### config.mk
export PLATFORM = sky130hd
export DESIGN_NAME = qbio_port
export DESIGN_NICKNAME = d
export VERILOG_FILES = /design/src/rtl/qbio_port.sv
export SDC_FILE = /design/constraint.sdc
export NUM_CORES = 1
export LEC_CHECK = 0
export ABC_CLOCK_PERIOD_IN_PS = 2400
export BUFFER_PORTS_ARGS = -buffer_cell sky130_fd_sc_hd__buf_2
export CAP_MARGIN = 20
export CORE_UTILIZATION = 25
export DETAILED_ROUTE_END_ITERATION = 7
export PLACE_DENSITY = 0.49
export SLEW_MARGIN = 20
export SYNTH_ARGS = -nofsm -noshare
export SYNTH_HDL_FRONTEND = slang
export SYNTH_SLANG_ARGS = --single-unit
### constraint.sdc
create_clock -name clk -period 2.4 [get_ports clk]
set_clock_uncertainty 0.15 [all_clocks]
set_input_delay 0.24 -clock clk [delete_from_list [all_inputs] [get_ports clk]]
set_output_delay 0.24 -clock clk [all_outputs]
set_load 0.01 [all_outputs]
### src/rtl/qbio_port.sv
module qbio_port #(
  parameter int NPINS = 8
) (
  input  logic               clk,
  input  logic               rst_n,
  input  logic [2*NPINS-1:0] mode_i,
  input  logic [NPINS-1:0]   latch_i,
  input  logic [NPINS-1:0]   slew_i,
  input  logic [NPINS-1:0]   pad_i,
  output logic [NPINS-1:0]   pd_en_o,
  output logic [NPINS-1:0]   pu_strong_o,
  output logic [NPINS-1:0]   pu_weak_o,
  output logic [NPINS-1:0]   pu_vweak_o,
  output logic [NPINS-1:0]   slew_o,
  output logic [NPINS-1:0]   rd_o
);
  localparam int BOOST_CYCLES = 2;
  localparam int CW = $clog2(BOOST_CYCLES + 1);
  localparam logic [1:0] M_QB = 2'b00;
  localparam logic [1:0] M_PP = 2'b01;
  localparam logic [1:0] M_IN = 2'b10;

  logic [2*NPINS-1:0] mode_q;
  logic [NPINS-1:0]   latch_q, slew_q, sync1_q, sync2_q;

  always_ff @(posedge clk) begin
    if (!rst_n) begin
      mode_q  <= '0;
      latch_q <= '1;
      slew_q  <= '0;
      sync1_q <= '1;
      sync2_q <= '1;
    end else begin
      mode_q  <= mode_i;
      latch_q <= latch_i;
      slew_q  <= slew_i;
      sync1_q <= pad_i;
      sync2_q <= sync1_q;
    end
  end

  assign slew_o = slew_q;
  assign rd_o   = sync2_q;

  for (genvar i = 0; i < NPINS; i++) begin : g_pin
    logic [1:0]    md, md_nxt;
    logic [CW-1:0] boost_q;
    logic          is_qb, rise_nxt;

    assign md       = mode_q[2*i +: 2];
    assign md_nxt   = mode_i[2*i +: 2];
    assign is_qb    = (md == M_QB);
    assign rise_nxt = latch_i[i] && !latch_q[i] && (md_nxt == M_QB);

    always_ff @(posedge clk) begin
      if (!rst_n)
        boost_q <= '0;
      else if (rise_nxt)
        boost_q <= CW'(BOOST_CYCLES);
      else if (boost_q != '0 && latch_i[i] && md_nxt == M_QB)
        boost_q <= boost_q - 1'b1;
      else
        boost_q <= '0;
    end

    assign pd_en_o[i]     = (md != M_IN) && !latch_q[i];
    assign pu_vweak_o[i]  = is_qb && latch_q[i];
    assign pu_weak_o[i]   = is_qb && latch_q[i] && sync2_q[i];
    assign pu_strong_o[i] = latch_q[i] &&
                            ((md == M_PP) || (is_qb && boost_q != '0));
  end
endmodule


### Yosys cells after proc, flatten, opt, wreduce, memory -nomap -nowiden

Cells that the tools add are included.

* register bits: 64
* latch bits: 0
* memory bits (writable): 0
* memory bits (read-only): 0
* output and inout port bits: 48
* logic and storage cells: 190
* memories kept: 0

* $add $sub $neg: 8
* multipliers: 0
* div/mod/pow operators: 0
* order comparisons: 0
* equality and inequality tests: 16
* shift-type cells: 0
* multiplexer cells: 16
* bitwise logic cells: 9
* reductions and logical operators: 120

Operators with widths (number)
* $logic_and A1 B1 Y1: 72
* $logic_not A2 Y1: 16
* $mux W2: 16
* $reduce_or A3 Y1: 8
* $eq A2 B1 Y1 const B: 8
* $ne A2 B2 Y1 const B: 8
* $reduce_bool A2 Y1: 8
* $sub A2 B1 Y2 const B: 8
* $not A1 Y1: 9
* $logic_not A1 Y1: 8
* $logic_or A1 B1 Y1: 8

### Logic depth before layout (Yosys ltp)

Gate-level depths: netlist of run 1.

* depth after elaboration: 5
* depth in mapped cells: 4
* mapped depth without buffers: 4

### Worst setup path before layout of run 1

OpenSTA, ideal clock, no wires.

* kind: flip-flop to flip-flop
* from: reg g_pin[2].boost_q[0]
* to: reg g_pin[2].boost_q[0]
* data arrival time: 1020 ps
* setup slack: 1142 ps
* stages on the path, launching flop included: 5
* clock period less this slack: 1258 ps
* path through: dfxtp_1 -> inv_1 -> ha_1 -> or3b_1 -> nor4_2

* longest elaborated chain between the ends: 5
* elaborated cells on any way between the ends: 6

RTL lines
* from (decl): RTL line 47 `logic [CW-1:0] boost_q;`
* from (signal assigned): RTL line 59 `boost_q <= CW'(BOOST_CYCLES);`
* from (signal assigned): RTL line 61 `boost_q <= boost_q - 1'b1;`
* $reduce_bool A2 Y1: RTL line 60 `else if (boost_q != '0 && latch_i[i] && md_nxt == M_QB)`
* $logic_and A1 B1 Y1 (2 in a row): RTL line 60
* $not A1 Y1 (no source line)
* $reduce_or A3 Y1 (no source line)

Parallel ways exist; a longest one is shown, timed or not.
A chain may end at the register's enable or synchronous reset.

### Final worst setup path of run 1

Ends and elaborated chain as after synthesis.

==> results.py, run 1 <==
metrics = {
    "global_route": {
        "grt_antenna_before_repair": 0,
        "grt_pass1_wl_microns": 8050,
        "grt.overflow.total": 0,
        "grt_max_degree": 30,
        "first_global_vias": 1884,
        "track_usage": 0.106,
    },
    "setup_path": {
        "end_kind": "flop",
        "path_class": "reg2reg",
        "cp.required_ns": 2.53,
        "rrSetupSlack_ns": 0.50,
        "critPathMaxFanout": 3,
        "worstReg2RegEnd": "g_pin[2].boost_q[0]",
        "reg2reg_depth": 5,
        "r2r_start": "g_pin[2].boost_q[0]",
        "arrival_ns": 2.02,
        "startpoint_type": "flop",
    },
    "synth": {
        "mappedNetlistArea_sq_mm": 0.00235,
        "yosysUniqueCellTypes": 21,
        "yosysSeqAreaShare": 0.545,
        "synthArstFlopShare": 0,
        "syn_avg_cell_area_sq_um": 10.2,
        "synth.area.top_cells": "dfxtp_1, nand2b_1, and2_1",
        "synth_top_area_frac": 0.545,
        "ys.flop_type": "dfxtp_1",
        "yosys_warnings": 0,
        "synth_commonest_cells": "dfxtp_1, nand2b_1, and2_1, inv_1, a21oi_1",
        "synthCells": 230,
        "synth_edf_count": 0,
        "synth_seq_cells": 64,
        "synth_top_area_cell": "dfxtp_1",
        "syn-num-nets": 280,
        "yosysMostFrequentCell": "dfxtp_1",
    },
    "clock_tree": {
        "cts_tree": "yes",
        "cts_sinks": 64,
        "cts_resized": 0,
        "h-tree-depth": 3,
        "clkLatencyLatePin_ns": 0.33,
        "postCtsHoldBufs": 47,
        "clkSlewWorstSetupHoldPaths_ns": 0.07,
        "cts-root-buf": "clkbuf_8",
        "cts_inserted_buffers": 9,
        "clock_path_buffers": 2,
        "postCtsSetupRepairBufs": 0,
    },
    "placement": {
        "hpwl_microns": 3430,
        "dp_cells": 426,
        "placed_cell_area_sq_mm": 0.00293,
        "place.gp.congestion": 0.680,
        "io_buffers": 89,
    },
    "cells_and_area": {
        "nets": 423,
        "post-route-util": 0.396,
        "fin_area_sq_mm": 0.00364,
        "area_growth_pct": 54.8,
        "final_layout_size_suffix_gt1_frac": 0.315,
        "final_cells": 489,
        "num_antenna_cells": 0,
    },
    "die": {
        "ioPinCount": 90,
        "dieArea_sq_mm": 0.00980,
        "start_util": 0.256,
        "core_sq_mm": 0.00920,
        "die_w_microns": 99,
        "die_y_microns": 99,
        "rows": 35,
    },
    "routing": {
        "dr.pass1.iters": 4,
        "dr_total_vias": 2012,
        "drt_iter0_markers": 19,
        "wl_microns": 4950,
        "post-route-drc-count": 0,
        "vias_per_cell": 4.11,
        "wire_per_inst_microns": 10.1,
        "ant_nets": 0,
    },
    "pwr": {
        "p_leak_uw": 0.00160,
        "comb_power_share": 0.109,
        "internal-power_uw": 1950,
        "p_clk_frac": 0.442,
        "switchingPower_uw": 559,
        "switching_share": 0.223,
        "peakVddDrop_mv": 0.288,
        "sequentialPowerShare": 0.449,
        "powerDensity_mw_per_mm2": 688,
    },
    "timing": {
        "setup_viol": 0,
        "hold_viol_final": 0,
        "period_needed_ns": 1.90,
        "rsz0062_at_grt": "false",
        "max_freq_mhz": 527,
        "drv_slew": 0,
        "whs_ns": 0.116,
        "worst_slew_pin_slew_ns": 0.356,
        "min_period_over_period": 0.791,
        "tns_ns": 0,
        "maxSlewHeadroom": 0.763,
    },
    "outcome": {
        "outcome": "finished clean",
    },
    "min_path": {
        "hold_class": "in2reg",
        "hold-path-cell-count": 2,
        "hp-start": "rst_n",
        "hold_end": "latch_q[4]",
    },
    "run": {
        "max_cap_viol_count": 0,
    },
}
==> cells in the final DEF (no fill, tap or decap) <==
master         instances
nor2_1                 9
buf_4                  1
clkinv_4               2
inv_1                 24
buf_12                 1
nor4_2                 7
clkinv_2               1
and3_1                 1
o21ai_0                8
buf_2                 89
nor4b_1                5
nand2_1                5
ha_1                   8
and4bb_2               1
clkbuf_8               9
clkinvlp_4             1
nand2_2                2
dfxtp_1               64
dlygate4sd3_1         47
a21oi_1               16
nand2b_1              32
bufinv_16              3
nor4b_2                2
nor3b_1                8
or3b_1                 7
and2_1                25
==> power by group through the flow <==
| stage | Combinational (uW) | Clock, uW | Sequential, uW |
|---|---|---|---|
| after floorplan | 112 | 0 | 1150 |
| after global placement | 223 | 0 | 1150 |
| after detailed placement | 224 | 0 | 1150 |
| after CTS | 275 | 1140 | 1130 |
| after global routing | 301 | 1200 | 1130 |
| final | 272 | 1110 | 1130 |
==> final cells by class <==
type / count / area (sq um)
clock buffers: 9 / 124
clock inverters: 7 / 120
fillers: 915 / 5560
inverters: 24 / 90.1
multi-input cells: 136 / 943
flip-flops and latches: 64 / 1280
well taps: 111 / 139
repair buffers: 138 / 943
==> state kept, by name, indices dropped and copies added, names as in the netlist <==
name / cells
latch_q: 8
sync1_q: 8
g_pin.boost_q: 16
slew_o: 8
mode_q: 16
rd_o: 8
==> metal layers <==
layer  GRT usage  part of all wire  vias up
met4      0.0517             0.016        0
met3      0.0411             0.054        8
met2       0.179              0.47       62
met5           0                 0        -
li1            -                 -     1036
met1       0.117              0.46      906
==> worst max-delay path: stages (launching register included) <==
cell and delay, ns:
dfxtp_1 0.33, inv_1 0.04, ha_1 0.22, or3b_1 0.40, nor4_2 0.14, dlygate4sd3_1 0.57
==> per-stage QoR <==
stage	setup slack, ns	total power, uW
2_1_floorplan	1.14	1260
3_3_place_gp	1.03	1370
3_5_place_dp	0.965	1370
4_1_cts	0.516	2540
5_1_grt	0.410	2630
6_report	0.501	2510
==> kinds of logic after synthesis <==
family	share of synthesized area
buf+inv	0.0543
flops	0.545
compound gates	0.0511
simple gates	0.307
fa+ha+maj	0.0426
==> worst max path at each step <==
stage                          endpoint  slack, ns  cells after the start                start
finish              g_pin[2].boost_q[0]       0.50                      5  g_pin[2].boost_q[0]
global route        g_pin[4].boost_q[0]       0.41                      5  g_pin[4].boost_q[0]
CTS                 g_pin[2].boost_q[0]       0.52                      5  g_pin[2].boost_q[0]
detailed placement  g_pin[5].boost_q[1]       0.96                      4                rst_n
global placement    g_pin[5].boost_q[1]       1.03                      4                rst_n
floorplan           g_pin[2].boost_q[0]       1.14                      4  g_pin[2].boost_q[0]
No activity file was read; power rests on OpenSTA's default activity.
==> run 2: changes to the inputs <==
--- a/config.mk
+++ b/config.mk
@@ -5,12 +5,12 @@
 export SDC_FILE = /design/constraint.sdc
 export NUM_CORES = 1
 export LEC_CHECK = 0
-export ABC_CLOCK_PERIOD_IN_PS = 2400
+export ABC_CLOCK_PERIOD_IN_PS = 1700
 export BUFFER_PORTS_ARGS = -buffer_cell sky130_fd_sc_hd__buf_2
 export CAP_MARGIN = 20
 export CORE_UTILIZATION = 25
 export DETAILED_ROUTE_END_ITERATION = 7
-export PLACE_DENSITY = 0.49
+export PLACE_DENSITY = 0.51
 export SLEW_MARGIN = 20
 export SYNTH_ARGS = -nofsm -noshare
 export SYNTH_HDL_FRONTEND = slang
==> constraint.sdc (replaced) <==
create_clock -name clk -period 1.7 [get_ports clk]
set_clock_uncertainty 0.15 [all_clocks]
set_input_delay 0.17 -clock clk [delete_from_list [all_inputs] [get_ports clk]]
set_output_delay 0.17 -clock clk [all_outputs]
set_load 0.01 [all_outputs]
==> results.py, run 2 (synthesis gave the netlist of run 1 again) <==
metrics = {
    "clock_tree": {
        "h-tree-depth": 3,
        "postCtsHoldBufs": 40,
        "postCtsSetupRepairBufs": 0,
        "clkSlewWorstSetupHoldPaths_ns": 0.07,
        "cts-root-buf": "clkbuf_8",
        "cts_resized": 0,
        "clkLatencyLatePin_ns": 0.33,
        "cts_tree": "yes",
        "clock_path_buffers": 2,
        "cts_inserted_buffers": 9,
        "cts_sinks": 64,
    },
    "pwr": {
        "power.total_uw": 3290,
        "comb_power_share": 0.117,
        "peakVddDrop_mv": 0.388,
        "sequentialPowerShare": 0.483,
        "internal-power_uw": 2560,
        "p_clk_frac": 0.400,
        "p_leak_uw": 0.00155,
        "switching_share": 0.222,
        "powerDensity_mw_per_mm2": 928,
        "switchingPower_uw": 731,
    },
    "routing": {
        "wire_per_inst_microns": 9.88,
        "post-route-drc-count": 0,
        "dr.pass1.iters": 4,
        "vias_per_cell": 4.08,
        "drt_iter0_markers": 39,
        "ant_nets": 0,
        "wl_microns": 4770,
        "dr_total_vias": 1973,
    },
    "global_route": {
        "grt_max_degree": 28,
        "grt_antenna_before_repair": 0,
        "grt.overflow.total": 0,
        "first_global_vias": 1925,
        "grt_pass1_wl_microns": 8090,
        "track_usage": 0.105,
    },
    "timing": {
        "tns_ns": 0,
        "setup_viol": 0,
        "min_period_over_period": 0.907,
        "drv_slew": 0,
        "maxSlewHeadroom": 0.787,
        "rsz0062_at_grt": "false",
        "max_freq_mhz": 649,
        "period_needed_ns": 1.54,
        "hold_viol_final": 0,
        "worst_slew_pin_slew_ns": 0.320,
        "post-route-worst-setup-slack_ns": 0.159,
    },
    "die": {
        "dieArea_sq_mm": 0.00980,
        "core_sq_mm": 0.00920,
        "die_y_microns": 99,
        "start_util": 0.256,
        "ioPinCount": 90,
        "rows": 35,
        "die_w_microns": 99,
    },
    "setup_path": {
        "crit_family": "flip-flops",
        "r2r_start": "g_pin[6].boost_q[0]",
        "rrSetupSlack_ns": 0.36,
        "cp.required_ns": 1.38,
        "critPathMaxFanout": 3,
        "worstPathCellList": "inv_1 -> ha_1 -> a21oi_1 -> buf_2",
        "arrival_ns": 1.22,
        "end_kind": "primary output",
        "crit_slowest_cell": "dfxtp_1",
        "worstReg2RegEnd": "g_pin[6].boost_q[0]",
        "path_class": "reg2out",
        "reg2reg_depth": 4,
        "startpoint_type": "flop",
        "max_stage_delay_ns": 0.32,
        "path_buf_inv": 2,
    },
    "min_path": {
        "hold-path-cell-count": 2,
        "hold_end": "latch_q[0]",
        "hold_class": "in2reg",
        "hp-start": "rst_n",
    },
    "cells_and_area": {
        "final_cell_mix": "buf_2, dfxtp_1, dlygate4sd3_1, nand2b_1, and2_1",
        "final_layout_size_suffix_gt1_frac": 0.323,
        "nets": 418,
        "layout_commonest_cell": "buf_2",
        "area_growth_pct": 50.8,
        "fin_area_sq_mm": 0.00355,
        "post-route-util": 0.386,
        "num_antenna_cells": 0,
        "largestRegisters": "g_pin.boost_q: 16 flops, mode_q: 16 flops",
    },
    "placement": {
        "placed_cell_area_sq_mm": 0.00294,
        "place.gp.congestion": 0.660,
        "hpwl_microns": 3410,
        "io_buffers": 89,
        "pre_cts_ws_ns": 0.362,
    },
    "outcome": {
        "outcome": "finished clean",
    },
    "run": {
        "max_cap_viol_count": 0,
    },
}
==> run 2: cell count changes in the layout (fill, tap and decap cells not counted) <==
cell | previous run | this run
buf_4 | 1 | 3
bufinv_16 | 3 | 1
clkbuf_8 | 9 | 12
clkinv_2 | 1 | 2
clkinv_4 | 2 | 0
clkinvlp_4 | 1 | 0
dlygate4sd3_1 | 47 | 40
==> run 2: per-stage QoR <==
step,std cells,hold slack [ns]
finish,483,0.0316
global route,483,0.0419
CTS,483,0.0297
detailed placement,428,0.205
global placement,428,0.201
floorplan,230,0.0904
==> run 2: power by group through the flow <==
stage | sequential [uW] | clock [uW] | combinational (uW)
after detailed placement | 1620 | 0 | 318
after CTS | 1590 | 1390 | 389
after global routing | 1600 | 1450 | 424
after floorplan | 1620 | 0 | 157
after global placement | 1620 | 0 | 316
final | 1590 | 1320 | 385
==> run 2: worst max path at each step <==
stage | from | endpoint | depth (start not counted) | slack (ns)
global placement | g_pin[0].boost_q[0] | g_pin[0].boost_q[0] | 4 | 0.40
CTS | g_pin[5].boost_q[0] | pu_strong_o[5] | 4 | 0.13
global route | g_pin[1].boost_q[0] | pu_strong_o[1] | 4 | 0.05
floorplan | g_pin[2].boost_q[0] | g_pin[2].boost_q[0] | 4 | 0.44
finish | g_pin[1].boost_q[0] | pu_strong_o[1] | 4 | 0.16
detailed placement | g_pin[6].boost_q[0] | g_pin[6].boost_q[0] | 4 | 0.36
==> run 2: cell type report <==
type                    instances  area, sq um
well taps                     111          139
fillers                       924         5650
inverters                      24         90.1
clock inverters                 3         40.0
repair buffers                133          888
clock buffers                  12          165
multi-input cells             136          943
flip-flops and latches         64         1280
==> run 2: per-layer routing <==
metal	GRT usage	wire length, microns	share of wire	up-vias
met5	0	0	0	-
met4	0.0689	99	0.021	0
met3	0.0270	232	0.049	9
met2	0.174	2210	0.46	59
met1	0.121	2230	0.47	883
li1	-	-	-	1022
